## config.mk

```make
export PLATFORM = sky130hd
export DESIGN_NAME = legacy_mem_router
export DESIGN_NICKNAME = d
export VERILOG_FILES = /design/src/rtl/lmr_pkg.sv /design/src/rtl/lmr_cfg_regs.sv /design/src/rtl/lmr_map_table.sv /design/src/rtl/lmr_access_decode.sv /design/src/rtl/legacy_mem_router.sv
export SDC_FILE = /design/constraint.sdc
export NUM_CORES = 1
export LEC_CHECK = 0
export BUFFER_PORTS_ARGS = -buffer_cell sky130_fd_sc_hd__buf_2
export CAP_MARGIN = 0
export CORE_UTILIZATION = 30
export DETAILED_ROUTE_END_ITERATION = 8
export SYNTH_ARGS = -nofsm -noshare
export SYNTH_HDL_FRONTEND = slang
export SYNTH_SLANG_ARGS = --single-unit
```

## constraint.sdc

```tcl
create_clock -name clk -period 1.6 [get_ports clk]
set_input_delay 0.08 -clock clk [delete_from_list [all_inputs] [get_ports clk]]
set_output_delay 0.08 -clock clk [all_outputs]
set_load 0.02 [all_outputs]
```

## src/rtl/lmr_pkg.sv

```systemverilog
`timescale 1ns/1ps
// Package: shared types and helpers for the legacy memory router.
// Assumes: attribute nibbles carry read permission in bit 0, write in bit 1.
package lmr_pkg;

    // Per-region permission pair; set bit means that direction goes to DRAM.
    typedef struct packed {
        logic wr_dram;
        logic rd_dram;
    } attr_t;

    // Extract the permission pair from a 4-bit attribute nibble.
    function automatic attr_t nibble_to_attr(input logic [3:0] nib);
        attr_t a;
        a.wr_dram = nib[1];
        a.rd_dram = nib[0];
        return a;
    endfunction

    // Attribute byte that holds a region's nibble.
    function automatic int unsigned region_byte(input int unsigned region);
        return (region + 1) / 2;
    endfunction

    // Bit offset of a region's nibble inside its byte (even regions high).
    function automatic int unsigned region_shift(input int unsigned region);
        return ((region % 2) == 0) ? 4 : 0;
    endfunction

endpackage

```

## src/rtl/lmr_cfg_regs.sv

```systemverilog
`timescale 1ns/1ps
// Module: lmr_cfg_regs
// Stores the attribute bytes and the management control byte written through
// a dword-addressed port with lane enables. Raises a one-cycle refresh pulse
// on the edge after any write that touched a stored byte.
// Assumes: cfg_we is a single-cycle strobe; other offsets are simply dropped.
module lmr_cfg_regs #(
    parameter int unsigned NUM_ATTR_BYTES = 7,
    parameter int unsigned ATTR_OFF       = 'h59,
    parameter int unsigned SMRAM_OFF      = 'h72,
    parameter int unsigned SMRAM_RST      = 'h02
) (
    input  logic                        clk,
    input  logic                        rst_n,
    input  logic                        cfg_we,
    input  logic [5:0]                  cfg_dword,
    input  logic [3:0]                  cfg_be,
    input  logic [31:0]                 cfg_wdata,
    output logic [NUM_ATTR_BYTES*8-1:0] attr_bytes,
    output logic [7:0]                  smram_byte,
    output logic                        refresh
);

    localparam logic [7:0] SMR_OFF8 = 8'(SMRAM_OFF);
    localparam logic [7:0] SMR_RST8 = 8'(SMRAM_RST);

    logic [NUM_ATTR_BYTES-1:0] attr_hit;
    logic [1:0]                attr_lane [NUM_ATTR_BYTES];
    logic [7:0]                attr_q    [NUM_ATTR_BYTES];
    logic                      smram_hit;

    // Per-byte address match and lane selection for the attribute bytes.
    for (genvar g = 0; g < NUM_ATTR_BYTES; g++) begin : g_attr_dec
        localparam logic [7:0] OFF = 8'(ATTR_OFF + g);
        assign attr_lane[g] = OFF[1:0];
        assign attr_hit[g]  = cfg_we && (cfg_dword == OFF[7:2]) && cfg_be[OFF[1:0]];
        assign attr_bytes[g*8 +: 8] = attr_q[g];
    end

    // Address match for the management control byte.
    assign smram_hit = cfg_we && (cfg_dword == SMR_OFF8[7:2]) && cfg_be[SMR_OFF8[1:0]];

    // Capture written lanes into the attribute bytes.
    always_ff @(posedge clk) begin
        for (int j = 0; j < NUM_ATTR_BYTES; j++) begin
            if (!rst_n) begin
                attr_q[j] <= 8'h00;
            end else if (attr_hit[j]) begin
                attr_q[j] <= cfg_wdata[{attr_lane[j], 3'b000} +: 8];
            end
        end
    end

    // Capture the management control byte.
    always_ff @(posedge clk) begin
        if (!rst_n) begin
            smram_byte <= SMR_RST8;
        end else if (smram_hit) begin
            smram_byte <= cfg_wdata[{SMR_OFF8[1:0], 3'b000} +: 8];
        end
    end

    // Request a table reload on the edge after a write to a stored byte.
    always_ff @(posedge clk) begin
        if (!rst_n) begin
            refresh <= 1'b0;
        end else begin
            refresh <= (|attr_hit) || smram_hit;
        end
    end

endmodule

```

## src/rtl/lmr_map_table.sv

```systemverilog
`timescale 1ns/1ps
// Module: lmr_map_table
// Holds the decoded routing table: one read and one write permission per
// region plus the open and SMM-enable bits. Reloads from the stored bytes
// when refresh is high, so routing changes one edge after the byte write.
// Assumes: NUM_ATTR_BYTES covers the byte of the last region.
module lmr_map_table
    import lmr_pkg::*;
#(
    parameter int unsigned NUM_REGIONS    = 13,
    parameter int unsigned NUM_ATTR_BYTES = 7,
    parameter int unsigned OPEN_BIT       = 6,
    parameter int unsigned GEN_BIT        = 3,
    parameter int unsigned SMRAM_RST      = 'h02
) (
    input  logic                        clk,
    input  logic                        rst_n,
    input  logic                        refresh,
    input  logic [NUM_ATTR_BYTES*8-1:0] attr_bytes,
    input  logic [7:0]                  smram_byte,
    output logic [NUM_REGIONS-1:0]      map_rd,
    output logic [NUM_REGIONS-1:0]      map_wr,
    output logic                        map_open,
    output logic                        map_gen
);

    localparam logic [7:0] SMR_RST8 = 8'(SMRAM_RST);

    logic [NUM_REGIONS-1:0] nxt_rd;
    logic [NUM_REGIONS-1:0] nxt_wr;

    // Pick each region's nibble out of its attribute byte.
    for (genvar g = 0; g < NUM_REGIONS; g++) begin : g_region
        localparam int unsigned BYTE_IDX = region_byte(g);
        localparam int unsigned SHIFT    = region_shift(g);
        attr_t nib_attr;
        assign nib_attr  = nibble_to_attr(attr_bytes[BYTE_IDX*8 + SHIFT +: 4]);
        assign nxt_rd[g] = nib_attr.rd_dram;
        assign nxt_wr[g] = nib_attr.wr_dram;
    end

    // Bits that no region decodes (upper nibble bits, low nibble of byte 0).
    logic unused_cfg_bits;
    assign unused_cfg_bits = ^{attr_bytes, smram_byte};

    // Reload the region permissions when the stored bytes changed.
    always_ff @(posedge clk) begin
        if (!rst_n) begin
            map_rd <= '0;
            map_wr <= '0;
        end else if (refresh) begin
            map_rd <= nxt_rd;
            map_wr <= nxt_wr;
        end
    end

    // Reload the display-window control bits together with the regions.
    always_ff @(posedge clk) begin
        if (!rst_n) begin
            map_open <= SMR_RST8[OPEN_BIT];
            map_gen  <= SMR_RST8[GEN_BIT];
        end else if (refresh) begin
            map_open <= smram_byte[OPEN_BIT];
            map_gen  <= smram_byte[GEN_BIT];
        end
    end

endmodule

```

## src/rtl/lmr_access_decode.sv

```systemverilog
`timescale 1ns/1ps
// Module: lmr_access_decode
// Classifies an access address (base memory, display window, attribute
// region or unmapped) and chooses DRAM or PCI from the routing table.
// Assumes: regions do not overlap each other or the display window.
module lmr_access_decode #(
    parameter int unsigned ADDR_W      = 20,
    parameter int unsigned NUM_REGIONS = 13,
    parameter int unsigned VGA_BASE    = 'hA0000,
    parameter int unsigned VGA_SIZE    = 'h20000,
    parameter int unsigned BIOS_BASE   = 'hF0000,
    parameter int unsigned BIOS_SIZE   = 'h10000,
    parameter int unsigned EXP_BASE    = 'hC0000,
    parameter int unsigned EXP_SIZE    = 'h4000
) (
    input  logic [ADDR_W-1:0]      acc_addr,
    input  logic                   acc_wr,
    input  logic                   acc_smm,
    input  logic [NUM_REGIONS-1:0] map_rd,
    input  logic [NUM_REGIONS-1:0] map_wr,
    input  logic                   map_open,
    input  logic                   map_gen,
    output logic [NUM_REGIONS-1:0] region_hit,
    output logic                   to_dram
);

    localparam int unsigned XW = ADDR_W + 1;
    localparam logic [XW-1:0] VGA_LO = XW'(VGA_BASE);
    localparam logic [XW-1:0] VGA_HI = XW'(VGA_BASE + VGA_SIZE);

    logic [XW-1:0] addr_x;
    logic          below_vga;
    logic          in_vga;

    assign addr_x = {1'b0, acc_addr};

    // Address window compare for each attribute region.
    for (genvar g = 0; g < NUM_REGIONS; g++) begin : g_hit
        localparam int unsigned LO = (g == 0) ? BIOS_BASE : EXP_BASE + (g - 1) * EXP_SIZE;
        localparam int unsigned SZ = (g == 0) ? BIOS_SIZE : EXP_SIZE;
        localparam logic [XW-1:0] LO_X = XW'(LO);
        localparam logic [XW-1:0] HI_X = XW'(LO + SZ);
        assign region_hit[g] = (addr_x >= LO_X) && (addr_x < HI_X);
    end

    // Base memory and display window classification.
    assign below_vga = addr_x < VGA_LO;
    assign in_vga    = (addr_x >= VGA_LO) && (addr_x < VGA_HI);

    // Route selection by address class.
    always_comb begin
        if (below_vga) begin
            to_dram = 1'b1;
        end else if (in_vga) begin
            to_dram = (acc_smm && map_gen) || map_open;
        end else if (|region_hit) begin
            to_dram = acc_wr ? |(region_hit & map_wr) : |(region_hit & map_rd);
        end else begin
            to_dram = 1'b0;
        end
    end

endmodule

```

## src/rtl/legacy_mem_router.sv

```systemverilog
`timescale 1ns/1ps
// Module: legacy_mem_router (top)
// Routes first-megabyte host accesses to DRAM or PCI from programmable
// attribute bytes and a management control byte written through a
// dword-addressed configuration port.
// Assumes: accesses are decoded in the cycle they are presented; a
// configuration write takes effect from the second edge after it is issued.
module legacy_mem_router #(
    parameter int unsigned ADDR_W      = 20,
    parameter int unsigned NUM_REGIONS = 13,
    parameter int unsigned ATTR_OFF    = 'h59,
    parameter int unsigned SMRAM_OFF   = 'h72,
    parameter int unsigned SMRAM_RST   = 'h02,
    parameter int unsigned OPEN_BIT    = 6,
    parameter int unsigned GEN_BIT     = 3,
    parameter int unsigned VGA_BASE    = 'hA0000,
    parameter int unsigned VGA_SIZE    = 'h20000,
    parameter int unsigned BIOS_BASE   = 'hF0000,
    parameter int unsigned BIOS_SIZE   = 'h10000,
    parameter int unsigned EXP_BASE    = 'hC0000,
    parameter int unsigned EXP_SIZE    = 'h4000
) (
    input  logic              clk,
    input  logic              rst_n,
    input  logic              cfg_we,
    input  logic [5:0]        cfg_dword,
    input  logic [3:0]        cfg_be,
    input  logic [31:0]       cfg_wdata,
    input  logic [ADDR_W-1:0] acc_addr,
    input  logic              acc_wr,
    input  logic              acc_smm,
    output logic              to_dram
);

    localparam int unsigned NUM_ATTR_BYTES = (NUM_REGIONS + 2) / 2;

    logic [NUM_ATTR_BYTES*8-1:0] attr_bytes;
    logic [7:0]                  smram_byte;
    logic                        refresh;
    logic [NUM_REGIONS-1:0]      map_rd;
    logic [NUM_REGIONS-1:0]      map_wr;
    logic                        map_open;
    logic                        map_gen;
    logic [NUM_REGIONS-1:0]      region_hit;

    lmr_cfg_regs #(
        .NUM_ATTR_BYTES (NUM_ATTR_BYTES),
        .ATTR_OFF       (ATTR_OFF),
        .SMRAM_OFF      (SMRAM_OFF),
        .SMRAM_RST      (SMRAM_RST)
    ) u_regs (
        .clk        (clk),
        .rst_n      (rst_n),
        .cfg_we     (cfg_we),
        .cfg_dword  (cfg_dword),
        .cfg_be     (cfg_be),
        .cfg_wdata  (cfg_wdata),
        .attr_bytes (attr_bytes),
        .smram_byte (smram_byte),
        .refresh    (refresh)
    );

    lmr_map_table #(
        .NUM_REGIONS    (NUM_REGIONS),
        .NUM_ATTR_BYTES (NUM_ATTR_BYTES),
        .OPEN_BIT       (OPEN_BIT),
        .GEN_BIT        (GEN_BIT),
        .SMRAM_RST      (SMRAM_RST)
    ) u_map (
        .clk        (clk),
        .rst_n      (rst_n),
        .refresh    (refresh),
        .attr_bytes (attr_bytes),
        .smram_byte (smram_byte),
        .map_rd     (map_rd),
        .map_wr     (map_wr),
        .map_open   (map_open),
        .map_gen    (map_gen)
    );

    lmr_access_decode #(
        .ADDR_W      (ADDR_W),
        .NUM_REGIONS (NUM_REGIONS),
        .VGA_BASE    (VGA_BASE),
        .VGA_SIZE    (VGA_SIZE),
        .BIOS_BASE   (BIOS_BASE),
        .BIOS_SIZE   (BIOS_SIZE),
        .EXP_BASE    (EXP_BASE),
        .EXP_SIZE    (EXP_SIZE)
    ) u_dec (
        .acc_addr   (acc_addr),
        .acc_wr     (acc_wr),
        .acc_smm    (acc_smm),
        .map_rd     (map_rd),
        .map_wr     (map_wr),
        .map_open   (map_open),
        .map_gen    (map_gen),
        .region_hit (region_hit),
        .to_dram    (to_dram)
    );

endmodule

```

After elaboration in Yosys (flattened, before gate mapping)
Memories as Yosys holds them, arrays and structs flattened. A register that Yosys moved wholly into a read port is not among the register bits.
Cells that the tools add are included.
{"block": "totals", "regBits": 10, "ram_bits": 56, "input_bits": 67, "output_inout_bits": 1, "elab_cells": 118, "mem_count": 1}
{"name": "u_regs.attr_q", "depth": 7, "word_bits": 8, "rd": 7, "rd_clocked_by_memory_dff": 7, "wr": 7, "line_no": "lmr_cfg_regs.sv:29", "text": "logic [7:0] attr_q [NUM_ATTR_BYTES];"}
{"block": "op_classes", "n_lt_le_gt_ge": 29, "n_eq_ne": 3, "mux": 33, "bitwise_logic": 9, "n_reduce_logical": 39}
{"operator": "$ge 20x20->1 const B", "n": 14}
{"operator": "$lt 20x20->1 const B", "n": 14}
{"operator": "$mux 8", "n": 7}
{"operator": "$reduce_or 13->1", "n": 3}
{"operator": "$and 13x13->13", "n": 2}
{"operator": "$logic_and 1x1->1", "n": 26}
{"operator": "$mux 1", "n": 26}
{"operator": "$lt 20x21->1 const B", "n": 1}
{"operator": "$eq 6x5->1 const B", "n": 3}
{"operator": "$logic_not 1->1", "n": 7}
{"operator": "$or 1x1->1", "n": 7}
{"operator": "$reduce_or 7->1", "n": 1}
{"operator": "$logic_or 1x1->1", "n": 2}

Longest topological paths before layout
Gate-level depths: netlist (run 1).
{"block": "depth", "ltp_word": 8, "depth_mapped": 6, "mapped_depth_nobuf": 5}

Hierarchy
A second synthesis (run 1) with hierarchy kept.
{"block": "unflattened", "cells_unflattened": 333, "area_unflattened_um2": 4194.0}
{"module": "lmr_cfg_regs", "instances": 1, "cells_per_inst": 180, "area_each_um2": 2682.6, "seq_area_each_um2": 1861.8}
{"module": "lmr_map_table", "instances": 1, "cells_per_inst": 89, "area_each_um2": 1074.8, "seq_area_each_um2": 560.5}
{"module": "lmr_access_decode", "instances": 1, "cells_per_inst": 64, "area_each_um2": 436.7, "seq_area_each_um2": 0.0}

Least setup slack after synthesis (run 1)
No wires, ideal clock.
{"block": "synth_path", "path_type": "input -> register", "startpoint": "input port cfg_dword[5]", "endpoint": "memory u_regs.attr_q[3][0], enable pin", "setup_ns": 0.361, "arrival_time_ns": 0.969, "required_time_ns": 1.239, "setup_slack_ns": 0.269, "cell_stages": 4, "n_path_buf": 0, "path_cell_list": "and4b_1 -> and3b_1 -> nand2_1 -> o21ai_0"}
{"item": "start, declared", "line_no": "legacy_mem_router.sv:26", "text": "input logic [5:0] cfg_dword,"}
{"item": "end, declared", "line_no": "lmr_cfg_regs.sv:29"}

Worst setup path after layout (run 1)
{"block": "layout_path", "startpoint": "register u_map.map_wr[1], read port of u_regs.attr_q", "endpoint": "output port to_dram"}
{"block": "layout_via", "elab_chain_cells": 6}
{"item": "start, declared", "line_no": "lmr_map_table.sv:22", "text": "output logic [NUM_REGIONS-1:0] map_wr,"}
{"item": "$and 13x13->13", "line_no": "lmr_access_decode.sv:57", "text": "to_dram = acc_wr ? |(region_hit & map_wr) : |(region_hit & map_rd);"}
{"item": "$reduce_or 13->1", "line_no": "lmr_access_decode.sv:57"}
{"item": "$mux 1", "line_no": "lmr_access_decode.sv:57"}
{"item": "$mux 1", "line_no": "lmr_access_decode.sv:56", "text": "end else if (|region_hit) begin"}
{"item": "$mux 1", "line_no": "lmr_access_decode.sv:54", "text": "end else if (in_vga) begin"}
{"item": "$mux 1", "line_no": "lmr_access_decode.sv:52", "text": "if (below_vga) begin"}
{"item": "end, declared", "line_no": "legacy_mem_router.sv:32", "text": "output logic to_dram"}
Every way passes these cells.

==> flow_metrics.py, run 1 <==
metrics = {
    "sta": {
        "hold_viol": 0,
        "drv_slew": 0,
        "fin_crit_ps": 1720,
        "relSlewSlack": 0.709,
        "setup_ws_ps": -123,
        "rsz0062_at_grt": "yes",
        "worst_slew_pin_slew_ps": 433,
        "whs_ps": 24.1,
        "fin_skew_ps": 5.32,
        "fmax_ghz": 0.580,
        "report.final.setup_viol": 1,
        "post-route-period-util": 1.08,
    },
    "finish": {
        "final_cell_mix": "38 x buf_2, 34 x mux2i_1, 32 x nor2b_1",
        "area_delta_synth_final_pct": 24.0,
        "antennaDiodeCount": 0,
        "final_common_cell": "buf_2",
        "finish.utilization": 0.387,
        "drive_gt1_frac": 0.259,
        "nets": 352,
    },
    "floorplanning": {
        "chipWidth_um": 94.9,
        "num_rows": 33,
        "die_area_um2": 9010,
        "start_util": 0.312,
        "coreArea_um2": 8300,
        "die_h_um": 94.9,
        "io_pins": 68,
    },
    "outcome": {
        "status": "complete, but fails checks",
        "failed_checks": "setup timing",
    },
    "setup_path": {
        "worstSetupPathType": "reg -> out",
        "required_ps": 1520,
        "r2r-start": "u_regs.refresh",
        "critPathMaxFanout": 2,
        "cp-start-kind": "flop",
        "worstRegToRegCells": 3,
        "cp.arrival_ps": 1640,
        "worstReg2RegEnd": "u_map.map_rd[5]",
        "endpoint_kind": "output pin",
        "rrSetupSlack_ps": 610,
    },
    "run": {
        "drv_cap": 0,
    },
    "clocking": {
        "cts-root-buf": "clkbuf_8",
        "cts_sinks": 57,
        "clk_pin_slew_worst_paths_ps": 60,
        "htree_levels": 3,
        "cts_tree": "done",
        "worst_skew_pair.late_latency_ps": 330,
        "numCtsBuffers": 9,
        "cts.path.max_buffers": 2,
    },
    "synth": {
        "synth-edff-count": 26,
        "syn_area_per_cell_um2": 11.0,
        "syn_inst": 235,
        "netlist_area_um2": 2590,
        "ys.flop_type": "dfxtp_1",
        "synthDistinctLibCells": 40,
        "yosysSeqAreaShare": 0.541,
        "yosysWarnings": 0,
        "ys_ff_latch": 57,
        "synth_nets": 302,
        "async_flop_share": 0,
    },
    "global_route": {
        "grt_max_degree": 41,
        "grt_overflow": 0,
        "grt_pass1_wl_um": 8930,
        "grtUsageTotal": 0.136,
        "antenna_found_initial": 0,
        "grt_pass1_vias": 1835,
    },
    "place": {
        "dpl_worst_slack_ps": 46.0,
        "dp_hpwl_um": 4000,
        "gp_congestion": 0.845,
        "io_buffers": 39,
    },
    "pwr": {
        "power.total_w": 0.00319,
        "vdd_drop_max_mv": 0.322,
        "p_leak_nw": 1.16,
        "pwr_density_cell_nw_per_um2": 993,
    },
    "worst_hold_path": {
        "hold_class": "in -> reg",
        "whs_path_depth": 2,
        "min_from": "cfg_wdata[5]",
        "hold_end": "u_regs.attr_q[3][5]",
    },
    "drt": {
        "drc": 0,
        "vias": 1836,
        "drtIter0Drc": 46,
        "ant_nets": 0,
        "avgRoutedWirePerCell_um": 13.9,
        "wl_um": 5500,
        "firstDrtPassIters": 6,
        "viasPerCell": 4.65,
    },
}
==> report_power, final <==
part | total [W] | internal (W) | switching [W] | leakage, nW
registers | 0.00157 | 0.00156 | 0.0000152 | 0.498
logic | 0.000184 | 0.0000860 | 0.0000985 | 0.555
clock network | 0.00143 | 0.000868 | 0.000562 | 0.106
==> stage by stage <==
step | cell area, µm² | cells | setup TNS (ps)
after global placement | 2930 | 376 | 0
after floorplan | 2590 | 235 | 0
after detailed placement | 2930 | 376 | 0
after global routing | 3210 | 395 | -225
final | 3210 | 395 | -123
after CTS | 3170 | 394 | -141
==> routing by layer <==
metal,wire length (µm),up-vias,GRT usage
met5,0,-,0
met4,88,0,0.0467
met3,296,11,0.0548
met2,2270,53,0.194
met1,2840,845,0.186
li1,-,927,-
==> cells in the mapped netlist, types with 3 or more instances <==
cell type	n	area, µm²
edfxtp_1	26	781
and2_1	24	150
dfxtp_1	31	621
nand2_1	16	60.1
buf_2	3	15.0
clkbuf_1	4	15.0
o2bb2ai_1	3	26.3
o21ai_0	7	35.0
nand3_1	5	25.0
nor2b_1	32	200
mux2i_1	34	340
nor2_1	10	37.5
nand4_1	3	18.8
inv_1	5	18.8
==> state kept, by name (all words and copies together) (netlist names) <==
name and flops:
u_regs.attr_q 26, u_map.map_rd 13, u_map.map_wr 13, u_regs.smram_byte 2, u_map.map_gen 1, u_map.map_open 1
u_regs.refresh 1
==> repair_timing <==
item | CTS | global route
hold buffers | 2 | 0
resized for setup | 6 | 6
hold endpoints to repair | 2 | 0
pin swaps | 5 | 2
setup endpoints to repair | 1 | 1
buffers inserted | 0 | 1
==> layout make-up <==
| type | count | area, µm² |
|---|---|---|
| clock buffers | 10 | 128 |
| flip-flops and latches | 57 | 1400 |
| well taps | 105 | 131 |
| clock inverters | 6 | 82.6 |
| inverters | 5 | 18.8 |
| multi-input cells | 162 | 1140 |
| repair buffers | 50 | 302 |
| fillers | 830 | 5090 |
==> critical path, cell delays in order (launching register included) <==
cell and delay [ps]:
dfxtp_2 320, or3b_4 390, a21oi_4 150, o21ai_2 70
o2111ai_2 70, o211a_1 200, buf_6 120
==> how the worst max path moves through the flow <==
stage | start | end | slack [ps]
finish | u_map.map_wr[1] | to_dram | -120
global route | u_map.map_wr[1] | to_dram | -230
CTS | u_map.map_rd[8] | to_dram | -140
detailed placement | cfg_dword[5] | u_regs.attr_q[2][0] | 50
global placement | acc_addr[14] | to_dram | 70
floorplan | cfg_dword[5] | u_regs.attr_q[3][0] | 270
==> kinds of logic after synthesis <==
logic type,count (synthesis),share of synthesized area
compound gates,23,0.0628
buf+inv,16,0.0309
flops,57,0.541
simple gates,104,0.229
mux,35,0.136
(Power assumes the default switching activity.)
==> run 2, diff against run 1 <==
- ABC_AREA: unset -> 1
==> run 2 against run 1 <==
  * The flow now finishes without violations
  * Core utilization decreased by 0.96 points
  * Setup slack improved by 250 ps
  * Final cell count increased by 24%
  * Wire length increased by 1.9%
  * Sequential share of layout area increased by 1.3 points
  * Total power decreased by 4.8%
  * Critical path type unchanged
  * Largest cell class unchanged
  * Largest power group unchanged
  * Highest routed layer unchanged
==> flow_metrics.py, run 2 <==
metrics = {
    "finish": {
        "top_register": "u_regs.attr_q",
        "drive_gt1_frac": 0.172,
        "top_regs": "u_regs.attr_q x26, u_map.map_rd x13, u_map.map_wr x13",
        "final_common_cell": "nor2_1",
        "final_cell_mix": "102 x nor2_1, 38 x buf_2, 37 x nand2_1",
        "antennaDiodeCount": 0,
        "finish.utilization": 0.377,
        "largest_reg_flops": 26,
        "area_delta_synth_final_pct": 20.8,
        "nets": 446,
        "stdcell_count": 489,
    },
    "clocking": {
        "numCtsBuffers": 9,
        "htree_levels": 3,
        "cts_tree": "done",
        "cts_sinks": 57,
        "cts.path.max_buffers": 2,
        "worst_skew_pair.late_latency_ps": 330,
        "clk_pin_slew_worst_paths_ps": 60,
        "cts-root-buf": "clkbuf_8",
    },
    "synth": {
        "synth_nets": 398,
        "ys_ff_latch": 57,
        "synth.area.mux_share": 0,
        "synth_top_cells_by_count": "102 x nor2_1, 37 x nand2_1, 36 x inv_1, 34 x o21ai_0, 31 x dfxtp_1",
        "synth_top_family_by_area": "simple AND/OR/NAND/NOR gates",
        "synth_xor_area_frac": 0,
        "synth-simple-area-share": 0.297,
        "synth_top_area_frac": 0.303,
        "yosys.area.top_type": "edfxtp_1",
        "ys.flop_type": "dfxtp_1",
        "netlist_area_um2": 2580,
        "syn_area_per_cell_um2": 7.79,
        "yosysMostFrequentCell": "nor2_1",
        "synth_top_cells_by_area": "edfxtp_1 30%, dfxtp_1 24%, nor2_1 15%",
        "async_flop_share": 0,
        "synth_fa_ha_area_frac": 0,
        "syn_inst": 331,
        "synth-compound-area-share": 0.0801,
        "yosysSeqAreaShare": 0.543,
        "synthDistinctLibCells": 21,
        "synth-edff-count": 26,
        "yosysWarnings": 0,
    },
    "global_route": {
        "grt_pass1_vias": 2129,
        "grt_pass1_wl_um": 9490,
        "antenna_found_initial": 0,
        "grtUsageTotal": 0.141,
        "grt_max_degree": 29,
        "grt_overflow": 0,
    },
    "setup_path": {
        "critPathMaxFanout": 2,
        "critPathMaxStageDelay_ps": 320,
        "cp-start-kind": "flop",
        "worstSetupStartpoint": "u_map.map_wr[1]",
        "worstRegToRegCells": 3,
        "endpoint_kind": "output pin",
        "worstSetupPathType": "reg -> out",
        "cp_top_family": "simple AND/OR/NAND/NOR gates",
        "cpMostUsedCell": "nand2_1",
        "required_ps": 1520,
        "crit_end": "to_dram",
        "r2r-start": "u_regs.refresh",
        "cp_cell_sequence": "nand4_1 > nand2_1 > nor2_1 > nand2_1 > nor2_1 > nand3_1 > nand2_1 > nand2_1 > buf_6",
        "critPathBufInv": 1,
        "critPathSlowestCell": "dfxtp_2",
        "rrSetupSlack_ps": 700,
        "worstSetupPathDepth": 9,
        "worstReg2RegEnd": "u_map.map_rd[12]",
        "cp.arrival_ps": 1400,
    },
    "floorplanning": {
        "num_rows": 33,
        "start_util": 0.312,
        "coreArea_um2": 8260,
        "chipWidth_um": 94.7,
        "die_area_um2": 8970,
        "die_h_um": 94.7,
        "io_pins": 68,
    },
    "sta": {
        "rsz0062_at_grt": "yes",
        "worst_slew_pin_slew_ps": 309,
        "post-route-period-util": 0.924,
        "tns_ps": 0,
        "relSlewSlack": 0.792,
        "hold_viol": 0,
        "drv_slew": 0,
        "report.final.setup_viol": 0,
        "fin_crit_ps": 1480,
        "fmax_ghz": 0.677,
        "whs_ps": 39.3,
        "fin_skew_ps": 7.37,
        "setup_ws_ps": 122,
    },
    "place": {
        "gp_congestion": 0.850,
        "dp_cells": 471,
        "dpl_worst_slack_ps": 244,
        "io_buffers": 39,
        "dp_hpwl_um": 4190,
    },
    "pwr": {
        "pwr_density_cell_nw_per_um2": 974,
        "p_switching_w": 0.000680,
        "p_leak_nw": 1.44,
        "intPower_w": 0.00235,
        "vdd_drop_max_mv": 0.358,
        "p_seq_frac": 0.522,
        "swShare": 0.224,
        "p_clk_frac": 0.412,
        "power_frac_comb": 0.066,
    },
    "outcome": {
        "status": "finished clean",
    },
    "drt": {
        "ant_nets": 0,
        "viasPerCell": 4.60,
        "vias": 2248,
        "avgRoutedWirePerCell_um": 11.4,
        "firstDrtPassIters": 4,
        "wl_um": 5600,
        "drc": 0,
        "drtIter0Drc": 154,
    },
    "worst_hold_path": {
        "hold_class": "in -> reg",
    },
    "run": {
        "drv_cap": 0,
    },
}
## run 2: changes by cell type after synthesis, sizes merged, moves of 21 or more
cell / delta
nor2b: -32
and2: -24
nand2: +21
inv: +35
nor2: +92
mux2i: -34
o21ai: +27
## run 2: timing repair
| action | 4_1_cts | 5_1_grt |
|---|---|---|
| endpoints found under the setup margin | 0 | 1 |
| setup buffers | 0 | 0 |
| hold buffers | 2 | 0 |
| hold endpoints to repair | 2 | 0 |
| resized for setup | 0 | 3 |
## run 2: final cells by class
| class | instances | area, µm² |
|---|---|---|
| sequential | 57 | 1400 |
| inverter | 41 | 156 |
| tap | 105 | 131 |
| fill | 866 | 5140 |
| clock buffer | 12 | 135 |
| clock inverter | 4 | 43.8 |
| timing repair buffer | 48 | 274 |
| multi-input combinational | 222 | 972 |
## run 2: cells by family after synthesis
group | Yosys count
buf+inv | 52
compound gates | 40
simple gates | 182
flops | 57
## run 2: worst min-delay path, stage by stage
cell    delay (ps)
buf_2           70
inv_1           30
nor2_1          80
## run 2: worst min-delay path by stage
| stage | start | cells past startpoint | to |
|---|---|---|---|
| 6_report | cfg_wdata[4] | 3 | u_regs.attr_q[3][4] |
| 3_3_place_gp | cfg_wdata[19] | 3 | u_regs.smram_byte[3] |
| 2_1_floorplan | cfg_wdata[19] | 2 | u_regs.smram_byte[3] |
| 5_1_grt | cfg_wdata[0] | 3 | u_regs.attr_q[3][0] |
| 4_1_cts | cfg_wdata[4] | 3 | u_regs.attr_q[3][4] |
| 3_5_place_dp | cfg_wdata[22] | 3 | u_regs.smram_byte[6] |
## run 2: power by group through the flow
stage	Combinational, W	Sequential (W)	Clock (W)
6_report	0.000200	0.00158	0.00125
5_1_grt	0.000229	0.00159	0.00135
4_1_cts	0.000197	0.00158	0.00128
3_5_place_dp	0.000192	0.00161	0
3_3_place_gp	0.000191	0.00161	0
2_1_floorplan	0.000107	0.00161	0
## run 2: per-stage QoR
| step | cell area, µm² | power [W] |
|---|---|---|
| finish | 3120 | 0.00303 |
| global route | 3120 | 0.00317 |
| CTS | 3110 | 0.00306 |
| detailed placement | 2910 | 0.00181 |
| global placement | 2910 | 0.00180 |
| floorplan | 2580 | 0.00172 |
## run 2: per-layer routing
| metal | GRT usage | vias to the layer above | wire (µm) |
|---|---|---|---|
| met5 | 0 | - | 0 |
| met4 | 0.0606 | 0 | 60 |
| met3 | 0.0467 | 5 | 334 |
| met2 | 0.212 | 68 | 2430 |
| met1 | 0.185 | 997 | 2770 |
| li1 | - | 1178 | - |
==> run 3, diff against run 2 <==
- CORE_UTILIZATION: 30 -> 45
- PLACE_DENSITY: unset -> 0.7
==> run 3 against run 2 <==
  * Flip-flop and latch count did not move
  * Sequential share of layout area up 1.2 points
  * Register-to-register slack barely moved
  * Sequential power about the same
  * Via count down 2.0%
  * First-iteration DRC count fell by 25%
  * Die area fell by 33%
  * Clock skew about the same
  * Wire length down 6.6%
  * Global-route usage up 5.1 points
  * Combinational power shrank 4%
  * Largest cell class unchanged
  * Largest power group unchanged
==> flow_metrics.py, run 3 (synthesized netlist as in run 2, its figures left out) <==
metrics = {
    "finish": {
        "largest_reg_flops": 26,
        "drive_gt1_frac": 0.173,
        "final_common_cell": "nor2_1",
        "top_regs": "u_regs.attr_q x26, u_map.map_rd x13, u_map.map_wr x13",
        "top_register": "u_regs.attr_q",
        "finish.utilization": 0.551,
        "nets": 444,
        "area_delta_synth_final_pct": 17.6,
        "stdcell_count": 454,
        "final_cell_mix": "102 x nor2_1, 39 x buf_2, 37 x nand2_1",
        "antennaDiodeCount": 0,
        "design_area_um2": 3030,
    },
    "drt": {
        "drtIter0Drc": 116,
        "firstDrtPassIters": 4,
        "ant_nets": 0,
        "avgRoutedWirePerCell_um": 11.5,
        "vias": 2202,
        "wl_um": 5230,
        "drc": 0,
        "viasPerCell": 4.85,
    },
    "global_route": {
        "grt_max_degree": 31,
        "grt_pass1_wl_um": 8850,
        "grtUsageTotal": 0.192,
        "use_met2": 0.281,
        "grt_pass1_vias": 1958,
        "antenna_found_initial": 0,
        "grt-busiest-layer": "met2",
        "grt_overflow": 0,
        "grt_use_met3": 0.0482,
        "use_met1": 0.267,
    },
    "sta": {
        "worst_slew_pin_slew_ps": 308,
        "relSlewSlack": 0.793,
        "hold_viol": 0,
        "report.final.setup_viol": 0,
        "fin_skew_ps": 7.14,
        "fmax_ghz": 0.688,
        "post-route-period-util": 0.909,
        "tns_ps": 0,
        "drv_slew": 0,
        "rsz0062_at_grt": "no",
        "fin_crit_ps": 1450,
    },
    "clocking": {
        "cts_sinks": 57,
        "clk_pin_slew_worst_paths_ps": 60,
        "cts.path.max_buffers": 2,
        "cts_setup_buffers": 0,
        "numCtsBuffers": 9,
        "postCtsHoldBufs": 0,
        "cts.repair.resized": 0,
        "worst_skew_pair.late_latency_ps": 320,
        "htree_levels": 3,
        "cts_tree": "done",
        "cts-root-buf": "clkbuf_8",
    },
    "place": {
        "dp_hpwl_um": 3850,
        "placed_area_um2": 2870,
        "io_buffers": 39,
        "gp_congestion": 0.848,
        "dp_cells": 438,
    },
    "setup_path": {
        "rrSetupSlack_ps": 700,
        "required_ps": 1520,
        "critPathMaxFanout": 2,
        "worstSetupPathType": "reg -> out",
        "cp.arrival_ps": 1370,
        "cp-start-kind": "flop",
        "endpoint_kind": "output pin",
    },
    "floorplanning": {
        "die_h_um": 77.7,
        "start_util": 0.468,
        "die_area_um2": 6040,
        "io_pins": 68,
        "chipWidth_um": 77.7,
        "num_rows": 27,
        "coreArea_um2": 5510,
    },
    "run": {
        "drv_cap": 0,
    },
    "pwr": {
        "vdd_drop_max_mv": 0.506,
        "pwr_density_cell_nw_per_um2": 952,
        "p_leak_nw": 1.43,
    },
    "outcome": {
        "status": "finished clean",
    },
    "worst_hold_path": {
        "hold_class": "in -> reg",
    },
}
-- run 3: cell count changes in the layout (fill, tap and decap cells not counted) --
cell and change:
buf_2 +1, clkbuf_1 -2, buf_6 -1, dfxtp_2 -1
dfxtp_1 +1, clkinv_2 +1, clkbuf_8 +1, dlygate4sd3_1 -2
clkinv_1 +1, bufinv_16 -1
-- run 3: metal layers --
layer  wire length [µm]  vias to the layer above
li1                   -                     1175
met1               2620                      964
met2               2300                       59
met3                259                        4
met4                 46                        0
met5                  0                        -
-- run 3: area by class of cell --
type                    count  area (µm²)
clock buffers              11         141
inverters                  41         156
repair buffers             46         248
fillers                   514        2470
clock inverters             5        22.5
flip-flops and latches     57        1400
well taps                  72        90.1
multi-input cells         222         972
-- run 3: worst paths after layout --
check	start	cells past startpoint	to
worst min register to register	u_map.map_open	2	u_map.map_open
worst min-delay path	cfg_wdata[22]	3	u_regs.smram_byte[6]
worst max register to register	u_regs.refresh	4	u_map.map_rd[0]
worst max-delay path	u_map.map_wr[1]	9	to_dram
-- run 3: worst max-delay path, stage by stage (launching register included) --
cell	delay [ps]
dfxtp_1	310
nand4_1	80
nand2_1	50
nor2_1	100
nand2_1	70
nor2_1	90
nand3_1	80
nand2_1	80
nand2_1	50
buf_2	150
-- run 3: power by group --
| group | switching [W] | internal (W) | leakage, nW | total (W) |
|---|---|---|---|---|
| combinational | 0.000121 | 0.0000709 | 0.845 | 0.000192 |
| sequential | 0.0000165 | 0.00157 | 0.497 | 0.00158 |
| clock | 0.000525 | 0.000585 | 0.0879 | 0.00111 |
-- run 3: through the flow --
step           total power, W  hold WS, ps  setup WS (ps)
2_1_floorplan         0.00172          244            445
3_3_place_gp          0.00180          347            231
3_5_place_dp          0.00180          349            254
4_1_cts               0.00291         7.79            129
5_1_grt               0.00302         32.4           8.20
6_report              0.00288         27.8            146
